<file path="src/rtl/aggq_pkg.sv">
package aggq_pkg;
   // kind of link-RAM read still in flight
   typedef enum logic [1:0] {
      PK_NONE    = 2'd0,
      PK_ALLOC   = 2'd1,
      PK_ADVANCE = 2'd2
   } pend_kind_e;

   function automatic bit is_pow2(input int v);
      return (v > 0) && ((v & (v - 1)) == 0);
   endfunction
endpackage

</file>
<file path="src/rtl/aggq_link_ram.sv">
module aggq_link_ram #(
   parameter int DEPTH = 16,
   parameter int LAT   = 1,
   localparam int AW   = $clog2(DEPTH)
) (
   input  logic          clk,
   input  logic          rst_n,
   input  logic          we,
   input  logic [AW-1:0] waddr,
   input  logic [AW-1:0] wdata,
   input  logic          rd_en,
   input  logic [AW-1:0] raddr,
   output logic [AW-1:0] rdata
);
   localparam int CW = $clog2(LAT + 1);

   logic [AW-1:0] mem [DEPTH];
   logic [CW-1:0] inflight;

   // reset chains node i to node i+1
   always_ff @(posedge clk or negedge rst_n) begin
      if (!rst_n) begin
         for (int i = 0; i < DEPTH; i++) mem[i] <= AW'((i + 1) % DEPTH);
      end else if (we) begin
         mem[waddr] <= wdata;
      end
   end

   generate
      if (LAT == 1) begin : g_lat1
         logic [AW-1:0] rd_q;
         always_ff @(posedge clk) rd_q <= mem[raddr];
         assign rdata = rd_q;
      end else begin : g_latn
         logic [AW-1:0] pipe [LAT];
         always_ff @(posedge clk) begin
            pipe[0] <= mem[raddr];
            for (int i = 1; i < LAT; i++) pipe[i] <= pipe[i-1];
         end
         assign rdata = pipe[LAT-1];
      end
   endgenerate

   always_ff @(posedge clk or negedge rst_n) begin
      if (!rst_n)           inflight <= '0;
      else if (rd_en)       inflight <= CW'(LAT);
      else if (inflight != 0) inflight <= inflight - 1'b1;
   end

   // a new link read never starts while an earlier one is in flight
   p_single_read_r9: assert property (@(posedge clk) disable iff (!rst_n)
      rd_en |-> (inflight == 0));
endmodule

</file>
<file path="src/rtl/aggq_buf_map.sv">
module aggq_buf_map #(
   parameter int NW  = 4,
   parameter int AGG = 4,
   localparam int SH = $clog2(AGG),
   localparam int OW = (SH > 0) ? SH : 1
) (
   input  logic [NW-1:0]    node,
   input  logic [OW-1:0]    off,
   output logic [NW+SH-1:0] buf_id
);
   generate
      if (AGG == 1) begin : g_unit
         logic unused_off;
         assign unused_off = ^off;
         assign buf_id = node;
      end else begin : g_shift
         assign buf_id = {node, off};
      end
   endgenerate
endmodule

</file>
<file path="src/rtl/aggq_mgr.sv">
module aggq_mgr
   import aggq_pkg::*;
#(
   parameter int NUM_Q     = 4,
   parameter int NUM_NODES = 16,
   parameter int AGG       = 4,
   parameter int LINK_LAT  = 1,
   localparam int QW = (NUM_Q > 1) ? $clog2(NUM_Q) : 1,
   localparam int NW = $clog2(NUM_NODES),
   localparam int SH = $clog2(AGG),
   localparam int BW = NW + SH
) (
   input  logic          clk,
   input  logic          rst_n,
   input  logic          cmd_valid,
   input  logic          cmd_deq,
   input  logic [QW-1:0] cmd_qid,
   output logic          cmd_ready,
   output logic          rsp_valid,
   output logic [BW-1:0] rsp_buf,
   output logic          rsp_err
);
   localparam int OW = (SH > 0) ? SH : 1;
   localparam int CW = $clog2(NUM_NODES + 1);
   localparam int LW = $clog2(LINK_LAT + 1);

   generate
      if (!is_pow2(AGG))   begin : g_bad_agg   $error("AGG must be a power of two"); end
      if (!is_pow2(NUM_NODES) || NUM_NODES < 2)
                           begin : g_bad_nodes $error("NUM_NODES must be a power of two >= 2"); end
      if (LINK_LAT < 1)    begin : g_bad_lat   $error("LINK_LAT must be at least 1"); end
      if (NUM_Q < 1)       begin : g_bad_q     $error("NUM_Q must be at least 1"); end
   endgenerate

   typedef struct packed {
      logic [NW-1:0] head;
      logic [NW-1:0] tail;
      logic [OW-1:0] hoff;
      logic [OW-1:0] toff;
      logic          empty;
   } desc_t;

   desc_t         desc_q [NUM_Q];
   logic [NW-1:0] free_head;
   logic [CW-1:0] free_cnt;
   logic [LW-1:0] pend_cnt;
   pend_kind_e    pend_kind;
   logic [QW-1:0] pend_q;

   desc_t         cur, nxt;
   logic          accept, need_node, tail_full, last_cell, head_done;
   logic          op_err, release_n, advance, do_alloc, rd_go;
   logic          lk_we;
   logic [NW-1:0] lk_waddr, lk_raddr, lk_rdata, map_node;
   logic [OW-1:0] map_off;
   logic [BW-1:0] map_buf;

   assign cmd_ready = (pend_cnt == 0);
   assign accept    = cmd_valid && cmd_ready;
   assign cur       = desc_q[cmd_qid];

   assign tail_full = (cur.toff == OW'(AGG - 1));
   assign head_done = (cur.hoff == OW'(AGG - 1));
   assign last_cell = (cur.head == cur.tail) && (cur.hoff == cur.toff);
   assign need_node = !cmd_deq && (cur.empty || tail_full);
   assign op_err    = cmd_deq ? cur.empty : (need_node && (free_cnt == 0));
   assign release_n = cmd_deq && !cur.empty && (last_cell || head_done);
   assign advance   = release_n && !last_cell;
   assign do_alloc  = accept && need_node && !op_err;
   assign rd_go     = do_alloc || (accept && advance);

   // link RAM: write the old free head behind a new tail or a released head
   assign lk_we    = accept && !op_err && ((need_node && !cur.empty) || release_n);
   assign lk_waddr = cmd_deq ? cur.head : cur.tail;
   assign lk_raddr = cmd_deq ? cur.head : free_head;

   assign map_node = cmd_deq ? cur.head : (need_node ? free_head : cur.tail);
   assign map_off  = cmd_deq ? cur.hoff : (need_node ? '0 : cur.toff + OW'(1));

   always_comb begin
      nxt = cur;
      if (!cmd_deq) begin
         if (need_node) begin
            nxt.tail  = free_head;
            nxt.toff  = '0;
            nxt.empty = 1'b0;
            if (cur.empty) begin
               nxt.head = free_head;
               nxt.hoff = '0;
            end
         end else begin
            nxt.toff = cur.toff + OW'(1);
         end
      end else begin
         if (last_cell)      nxt.empty = 1'b1;
         else if (head_done) nxt.hoff  = '0;
         else                nxt.hoff  = cur.hoff + OW'(1);
      end
   end

   aggq_link_ram #(.DEPTH(NUM_NODES), .LAT(LINK_LAT)) u_link (
      .clk(clk), .rst_n(rst_n),
      .we(lk_we), .waddr(lk_waddr), .wdata(free_head),
      .rd_en(rd_go), .raddr(lk_raddr), .rdata(lk_rdata)
   );

   aggq_buf_map #(.NW(NW), .AGG(AGG)) u_map (
      .node(map_node), .off(map_off), .buf_id(map_buf)
   );

   always_ff @(posedge clk or negedge rst_n) begin
      if (!rst_n) begin
         for (int q = 0; q < NUM_Q; q++) desc_q[q] <= '{head: '0, tail: '0, hoff: '0, toff: '0, empty: 1'b1};
         free_head <= '0;
         free_cnt  <= CW'(NUM_NODES);
         pend_cnt  <= '0;
         pend_kind <= PK_NONE;
         pend_q    <= '0;
         rsp_valid <= 1'b0;
         rsp_buf   <= '0;
         rsp_err   <= 1'b0;
      end else begin
         rsp_valid <= accept;
         if (accept) begin
            rsp_err <= op_err;
            rsp_buf <= op_err ? '0 : map_buf;
         end
         if (pend_cnt != 0) begin
            pend_cnt <= pend_cnt - 1'b1;
            if (pend_cnt == LW'(1)) begin
               if (pend_kind == PK_ALLOC)   free_head <= lk_rdata;
               if (pend_kind == PK_ADVANCE) desc_q[pend_q].head <= lk_rdata;
               pend_kind <= PK_NONE;
            end
         end
         if (accept && !op_err) begin
            desc_q[cmd_qid] <= nxt;
            if (do_alloc) free_cnt <= free_cnt - 1'b1;
            if (release_n) begin
               free_head <= cur.head;
               free_cnt  <= free_cnt + 1'b1;
            end
            if (rd_go) begin
               pend_cnt  <= LW'(LINK_LAT);
               pend_kind <= do_alloc ? PK_ALLOC : PK_ADVANCE;
               pend_q    <= cmd_qid;
            end
         end
      end
   end

   // ---------------- assertions ----------------
   logic [LW:0] stall_run;
   always_ff @(posedge clk or negedge rst_n) begin
      if (!rst_n)          stall_run <= '0;
      else if (!cmd_ready) stall_run <= stall_run + 1'b1;
      else                 stall_run <= '0;
   end

   p_rsp_follows_r2: assert property (@(posedge clk) disable iff (!rst_n)
      accept |=> rsp_valid);
   p_no_stray_rsp_r2: assert property (@(posedge clk) disable iff (!rst_n)
      !accept |=> !rsp_valid);
   p_empty_deq_err_r7: assert property (@(posedge clk) disable iff (!rst_n)
      (accept && cmd_deq && cur.empty) |=> (rsp_err && rsp_buf == '0));
   p_err_keeps_free_r8: assert property (@(posedge clk) disable iff (!rst_n)
      (accept && op_err) |=> $stable(free_cnt));
   p_free_bound_r1: assert property (@(posedge clk) disable iff (!rst_n)
      free_cnt <= CW'(NUM_NODES));
   p_stall_len_r9: assert property (@(posedge clk) disable iff (!rst_n)
      stall_run <= (LW + 1)'(LINK_LAT));
   p_qid_range_r5: assert property (@(posedge clk) disable iff (!rst_n)
      cmd_valid |-> (int'(cmd_qid) < NUM_Q));
endmodule

</file>
<file path="config.mk">
export PLATFORM = sky130hd
export DESIGN_NAME = aggq_mgr
export DESIGN_NICKNAME = d
export VERILOG_FILES = /design/src/rtl/aggq_pkg.sv /design/src/rtl/aggq_link_ram.sv /design/src/rtl/aggq_buf_map.sv /design/src/rtl/aggq_mgr.sv
export SDC_FILE = /design/constraint.sdc
export NUM_CORES = 1
export LEC_CHECK = 0
export BUFFER_PORTS_ARGS = -buffer_cell sky130_fd_sc_hd__clkbuf_2
export CAP_MARGIN = 20
export CELL_PAD_IN_SITES_DETAIL_PLACEMENT = 0
export CELL_PAD_IN_SITES_GLOBAL_PLACEMENT = 2
export CORE_MARGIN = 5
export CORE_UTILIZATION = 45
export CTS_CLUSTER_SIZE = 28
export DETAILED_ROUTE_END_ITERATION = 12
export GPL_TIMING_DRIVEN = 0
export HOLD_SLACK_MARGIN = 0.05
export PLACE_DENSITY_LB_ADDON = 0.05
export SETUP_SLACK_MARGIN = 0.15
export SYNTH_ARGS = -nofsm -noshare
export SYNTH_HDL_FRONTEND = slang
export SYNTH_SLANG_ARGS = --single-unit
export TNS_END_PERCENT = 5
</file>
<file path="constraint.sdc">
create_clock -name clk -period 3.65 [get_ports clk]
set_input_delay 0.5475 -clock clk [delete_from_list [all_inputs] [get_ports clk]]
set_output_delay 0.5475 -clock clk [all_outputs]
set_load 0.02 [all_outputs]
</file>
==> impl_metrics.ini, run 1 <==
[run]
timing.max_cap.violations = 0

[critical_path]
crit_family = simple AND/OR/NAND/NOR gates
worst-endpoint-arrival_ps = 3600
worst_path_required_time_ps = 3950
cp-end-kind = flip-flop
worst_r2r_path_depth = 7
critical_path.reg2reg.startpoint = desc_q[22]
worst_r2r_endpoint = u_link.rdata[0]
critical_path.max_stage_delay_ps = 480
slowest_stage = nor3_2
worst-path-buf-inv = 3
timing.critical_path.fanout_max = 10
rrSetupSlack_ps = 410
timing.critical_path.cells = clkbuf_2, buf_2, mux4_2, ha_1, nand2b_1, nand2b_1, a21oi_1, buf_2, nand2_1, nor3_2, mux2_2
timing.setup.critical_path_class = in -> reg
cp-start-kind = input pin

[pwr]
cellLeakagePower_uw = 0.00366
max-vdd-ir-drop_mv = 0.384
fin_total_pwr_uw = 6480
powerDensity_nw_per_um2 = 795

[synthesis]
synthAdderAreaFrac = 0.0116
yosysWarnings = 0
netlist-cell-type-count = 51
post_synth_and_or_nand_nor_area_fraction = 0.110
dominant_combinational_cell_family_by_area_after_synthesis = multiplexers
syn-cell-area_um2 = 7110
post_synth_main_area_contributors = dfrtp_1, dfstp_2, mux2_2
sequential_share_of_the_synthesized_area = 0.503
synth_area_per_cell_um2 = 12.7
synth_compound_gate_area_share = 0.0800
ys_async_sr_fraction = 0.972
syn-num-nets = 570
post_synth_xor_area_fraction = 0.0123
post_synth_mux_area_share = 0.260
post_synth_top_cells = dfrtp_1, nand2_1, mux2_2, o21ai_0, dfstp_2
yosys.cell_count.top_type = dfrtp_1
synth-seq-cells = 142
synth_top_cell_by_area = dfrtp_1
synth-edff-count = 0
synthesis.instances = 558
synth_top_cell_area_share = 0.355
synthFlopType = dfrtp_1

[floorplanning]
start_util = 0.453
io-pin-count = 15
die-width_um = 136
fp-row-count = 46
design.core.area_um2 = 15700
fp.dieH_um = 136
die_area_um2 = 18400

[sta]
final.hold.worst_slack_ps = 103
setup_ws_ps = 352
setup-violations-final = 0
final.min_clock_period_ps = 3300
worst_pin_slew_ps = 929
maxClockFrequency_mhz = 303
post-route-period-util = 0.904
grt_setup_unrepaired = no
finalMaxSlewViolations = 0
final-hold-violation-count = 0
fin_worst_skew_ps = 11.1
relSlewSlack = 0.381

[grt]
via_count_of_the_first_global_routing_pass = 4721
grt_first_pass_wirelength_um = 27900
grt_use_total = 0.203
grt_start_max_net_pins = 77
global_route.peak_usage_layer = met2
globalRouteMet2Util = 0.309
grtUsageMet1 = 0.300
grtUsageMet3 = 0.0397
global_route.overflow_total = 0
antenna_violations_before_repair = 0

[placement]
dp.final_hpwl_um = 12100
post-place-ws_ps = -89.1
gp_congestion = 0.793
port-buffer-count = 11

[drt]
postRouteAntennaNets = 0
dr_total_vias = 4583
avgRoutedWirePerCell_um = 21.2
drc = 0
drt-pass1-iter-count = 4
route.final.wire_length_um = 17400
post_drt_via_cell_ratio = 5.60
dr.first_iter.drc_count = 211

[clock_network]
cts-root-to-sink-buffers = 2
cts.clk_slew.worst_paths_ps = 60
cts_made_buffers = 17
post_cts_repair_timing_setup_buffer_count = 0
clock_sinks = 142
htreeDepth = 4
clock_tree_from_tritoncts = done
clk-insertion-delay-late_ps = 420
cts-root-buf = clkbuf_16

[finish]
diodes = 0
area_growth_syn_to_layout_pct = 14.5
fin_nets = 601
drive_gt1_frac = 0.352
fillers = 1397
postLayoutCoreUtil = 0.518

[status]
status = complete, no violations

[worst_hold_path]
worst_hold_path_type = in -> async
routing by layer:
layer	routed length, um	up-vias
li1	-	2096
met1	8470	2391
met2	8060	81
met3	671	15
met4	164	0
met5	0	-
logic make-up (layout without fill, tap and decap cells):
group | Yosys count | count (layout)
flops | 142 | 142
xor+xnor | 10 | 10
fa+ha+maj | 6 | 6
compound gates | 98 | 98
simple gates | 132 | 132
mux | 135 | 135
buf+inv | 35 | 79
sequential cells by signal, indices dropped and copies added (netlist names):
register      count
u_link.rdata      4
rsp_valid         1
desc_q           52
pend_q            2
free_cnt          5
pend_kind         2
pend_cnt          1
rsp_buf           6
u_link.mem       64
rsp_err           1
free_head         4
report_power, final:
| part | internal, uW | leakage (uW) | switching [uW] |
|---|---|---|---|
| registers | 2080 | 0.00176 | 274 |
| clock network | 1270 | 0.000317 | 666 |
| logic | 913 | 0.00159 | 1280 |
layout make-up:
class / instances / area, um2 / area share
multi-input cells: 381 / 3380 / 0.415
clock inverters: 10 / 184 / 0.0226
plain buffers: 31 / 151 / 0.0186
repair buffers: 12 / 91.3 / 0.0112
flip-flops and latches: 142 / 3580 / 0.439
well taps: 216 / 270 / 0.0332
clock buffers: 22 / 474 / 0.0582
inverters: 4 / 15.0 / 0.00184
per-stage QoR:
| stage | instances | area [um2] | TNS, ps |
|---|---|---|---|
| 2_1_floorplan | 558 | 7110 | 0 |
| 3_3_place_gp | 785 | 7440 | -15780 |
| 3_5_place_dp | 786 | 7480 | -513 |
| 4_1_cts | 818 | 8130 | 0 |
| 5_1_grt | 818 | 8150 | 0 |
| 6_report | 818 | 8150 | 0 |
cells in the final DEF (no fill, tap or decap), types with 3 or more instances in the layout:
cell type / instances
dfxtp_1: 4
nand2b_1: 5
mux2i_1: 24
clkbuf_1: 25
nand2_1: 74
nor3_4: 10
o21ai_0: 59
mux2_2: 64
and2_1: 3
a211oi_1: 4
mux4_2: 29
nor3_2: 3
nor2_1: 8
nor2b_1: 4
inv_1: 4
mux2_1: 10
a22o_1: 4
clkbuf_2: 11
nor3_1: 6
mux2_4: 8
nand3_1: 3
xnor2_1: 9
dfstp_2: 37
dfrtp_1: 101
bufinv_16: 5
ha_1: 5
a21oi_1: 19
clkbuf_8: 4
nand3b_1: 4
a21o_1: 3
clkbuf_16: 17
buf_2: 3
worst max-delay path by stage:
stage,startpoint,end,slack (ps),cells after the start
after global placement,rst_n,u_link.mem[61],-160,1
after floorplan,cmd_qid[0],free_cnt[4],390,13
after global routing,cmd_qid[1],u_link.mem[54],170,11
after detailed placement,cmd_qid[1],u_link.mem[54],-90,11
after CTS,desc_q[10],u_link.rdata[0],320,7
final,cmd_qid[1],u_link.mem[59],350,11
repair_timing:
item / CTS / global route
gates resized for setup: 0 / 2
hold buffers: 0 / 0
setup endpoints to repair: 0 / 1
(Power assumes the default switching activity.)
==> run 2, diff against run 1 <==
==> constraint.sdc (replaced) <==
create_clock -name clk -period 3.1 [get_ports clk]
set_input_delay 0.465 -clock clk [delete_from_list [all_inputs] [get_ports clk]]
set_output_delay 0.465 -clock clk [all_outputs]
set_load 0.02 [all_outputs]
==> impl_metrics.ini, run 2 (synthesized netlist as in run 1, its figures left out) <==
[finish]
most-common-layout-cells = dfrtp_1, nand2_1, mux2_2, o21ai_0, dfstp_2
layout_commonest_cell = dfrtp_1
flip_flop_count_of_the_largest_register_all_copies_and_words_added = 64
drive_gt1_frac = 0.387
area_growth_syn_to_layout_pct = 17.0
instances_no_fill = 828
fillers = 1404
biggestRegsByFlops = u_link.mem x64, desc_q x52, rsp_buf x6
fin_nets = 611
diodes = 0
registers.top_by_ff_count = u_link.mem

[clock_network]
clk-insertion-delay-late_ps = 420
cts_made_buffers = 17
cts-root-to-sink-buffers = 2
clock_tree_from_tritoncts = done
htreeDepth = 4
clock_sinks = 142
cts.clk_slew.worst_paths_ps = 60
cts-root-buf = clkbuf_16

[floorplanning]
fp.dieH_um = 136
die-width_um = 136
fp-row-count = 46
io-pin-count = 15
start_util = 0.453
die_area_um2 = 18400
design.core.area_um2 = 15700

[pwr]
cellLeakagePower_uw = 0.00376
powerDensity_nw_per_um2 = 926
max-vdd-ir-drop_mv = 0.457

[sta]
fin_worst_skew_ps = 9.28
worst_pin_slew_ps = 913
finalMaxSlewViolations = 0
maxClockFrequency_mhz = 340
relSlewSlack = 0.387
setup-violations-final = 0
post-route-period-util = 0.948
final.setup.tns_ps = 0
grt_setup_unrepaired = yes
final-hold-violation-count = 0
final.min_clock_period_ps = 2940

[drt]
route.final.wire_length_um = 17200
postRouteAntennaNets = 0
dr.first_iter.drc_count = 192
post_drt_via_cell_ratio = 5.51
drt-pass1-iter-count = 5
dr_total_vias = 4563
drc = 0
avgRoutedWirePerCell_um = 20.8

[grt]
grt_use_total = 0.201
antenna_violations_before_repair = 0
grt_first_pass_wirelength_um = 27600
via_count_of_the_first_global_routing_pass = 4813
global_route.overflow_total = 0
grt_start_max_net_pins = 77

[critical_path]
cp-start-kind = flip-flop
critical_path.max_stage_delay_ps = 590
worst_path_required_time_ps = 3410
timing.critical_path.fanout_max = 10
timing.setup.critical_path_class = reg -> reg
timing.critical_path.cells = mux4_2, ha_1, o21bai_4, buf_4, a21oi_4, buf_8, nand3b_4, mux2_2
slowest_stage = mux4_2
cp-end-kind = flip-flop
worst_r2r_path_depth = 8
worst-endpoint-arrival_ps = 3250

[placement]
dp.final_hpwl_um = 12000
gp_congestion = 0.807
dp_cells = 786
port-buffer-count = 11

[status]
status = complete, no violations

[worst_hold_path]
number_of_cells_on_the_worst_hold_path = 2
worst_hold_path_type = reg -> reg

[run]
timing.max_cap.violations = 0
## run 2: metal layers
metal	up-vias	GRT usage	wire length, um
li1	2120	-	-
met1	2349	0.292	8520
met2	70	0.307	7850
met3	24	0.0375	617
met4	0	0.0616	236
met5	-	0	0
## run 2: what timing repair did
action	4_1_cts	5_1_grt
endpoints found under the hold margin	17	0
hold buffers	1	0
setup endpoints to repair	69	115
gates resized for setup	6	23
setup buffers	3	6
pin swaps	1	8
## run 2: power breakdown
| part | leakage (uW) | switching [uW] | total [uW] | internal [uW] |
|---|---|---|---|---|
| sequential | 0.00176 | 312 | 2760 | 2440 |
| clock | 0.000313 | 798 | 2230 | 1430 |
| combinational | 0.00169 | 1560 | 2720 | 1160 |
| total | 0.00376 | 2670 | 7710 | 5030 |
## run 2: worst paths after layout
path | from | end | slack (ps)
worst max-delay path | desc_q[3] | u_link.mem[8] | 160
worst max register to register | desc_q[3] | u_link.mem[8] | 160
worst min-delay path | desc_q[26] | desc_q[26] | 480
min in group asynchronous | rst_n | free_cnt[1] | 590
worst min register to register | desc_q[26] | desc_q[26] | 480
max in group asynchronous | rst_n | u_link.mem[41] | 1720
## run 2: area by class of cell
class                   instances  area, um2  share of cell area
clock buffers                  19        433              0.0520
well taps                     216        270              0.0325
flip-flops and latches        142       3580               0.430
clock inverters                13        214              0.0257
plain buffers                  31        171              0.0206
repair buffers                 22        181              0.0218
inverters                       4       15.0             0.00180
multi-input cells             381       3460               0.416
## run 2: critical path: cells and delay by family, from the launching register on
kind / cells / cell delay [ps]
flip-flops: 1 / 370
buffers and inverters: 2 / 410
AND/OR/NAND/NOR: 1 / 190
multiplexers: 2 / 920
AO/OA/AOI/OAI: 2 / 640
adder cells (fa/ha/maj): 1 / 270
## run 2: per-stage QoR
step	power (uW)	utilization	hold WS (ps)	setup WS, ps	area [um2]
final	7710	0.530	478	160	8330
after floorplan	4630	-	169	25.9	7130
after global placement	5300	0.475	458	-648	7460
after global routing	8170	0.530	499	43.6	8330
after detailed placement	5380	0.477	469	-548	7500
after CTS	7680	0.522	483	77.5	8200
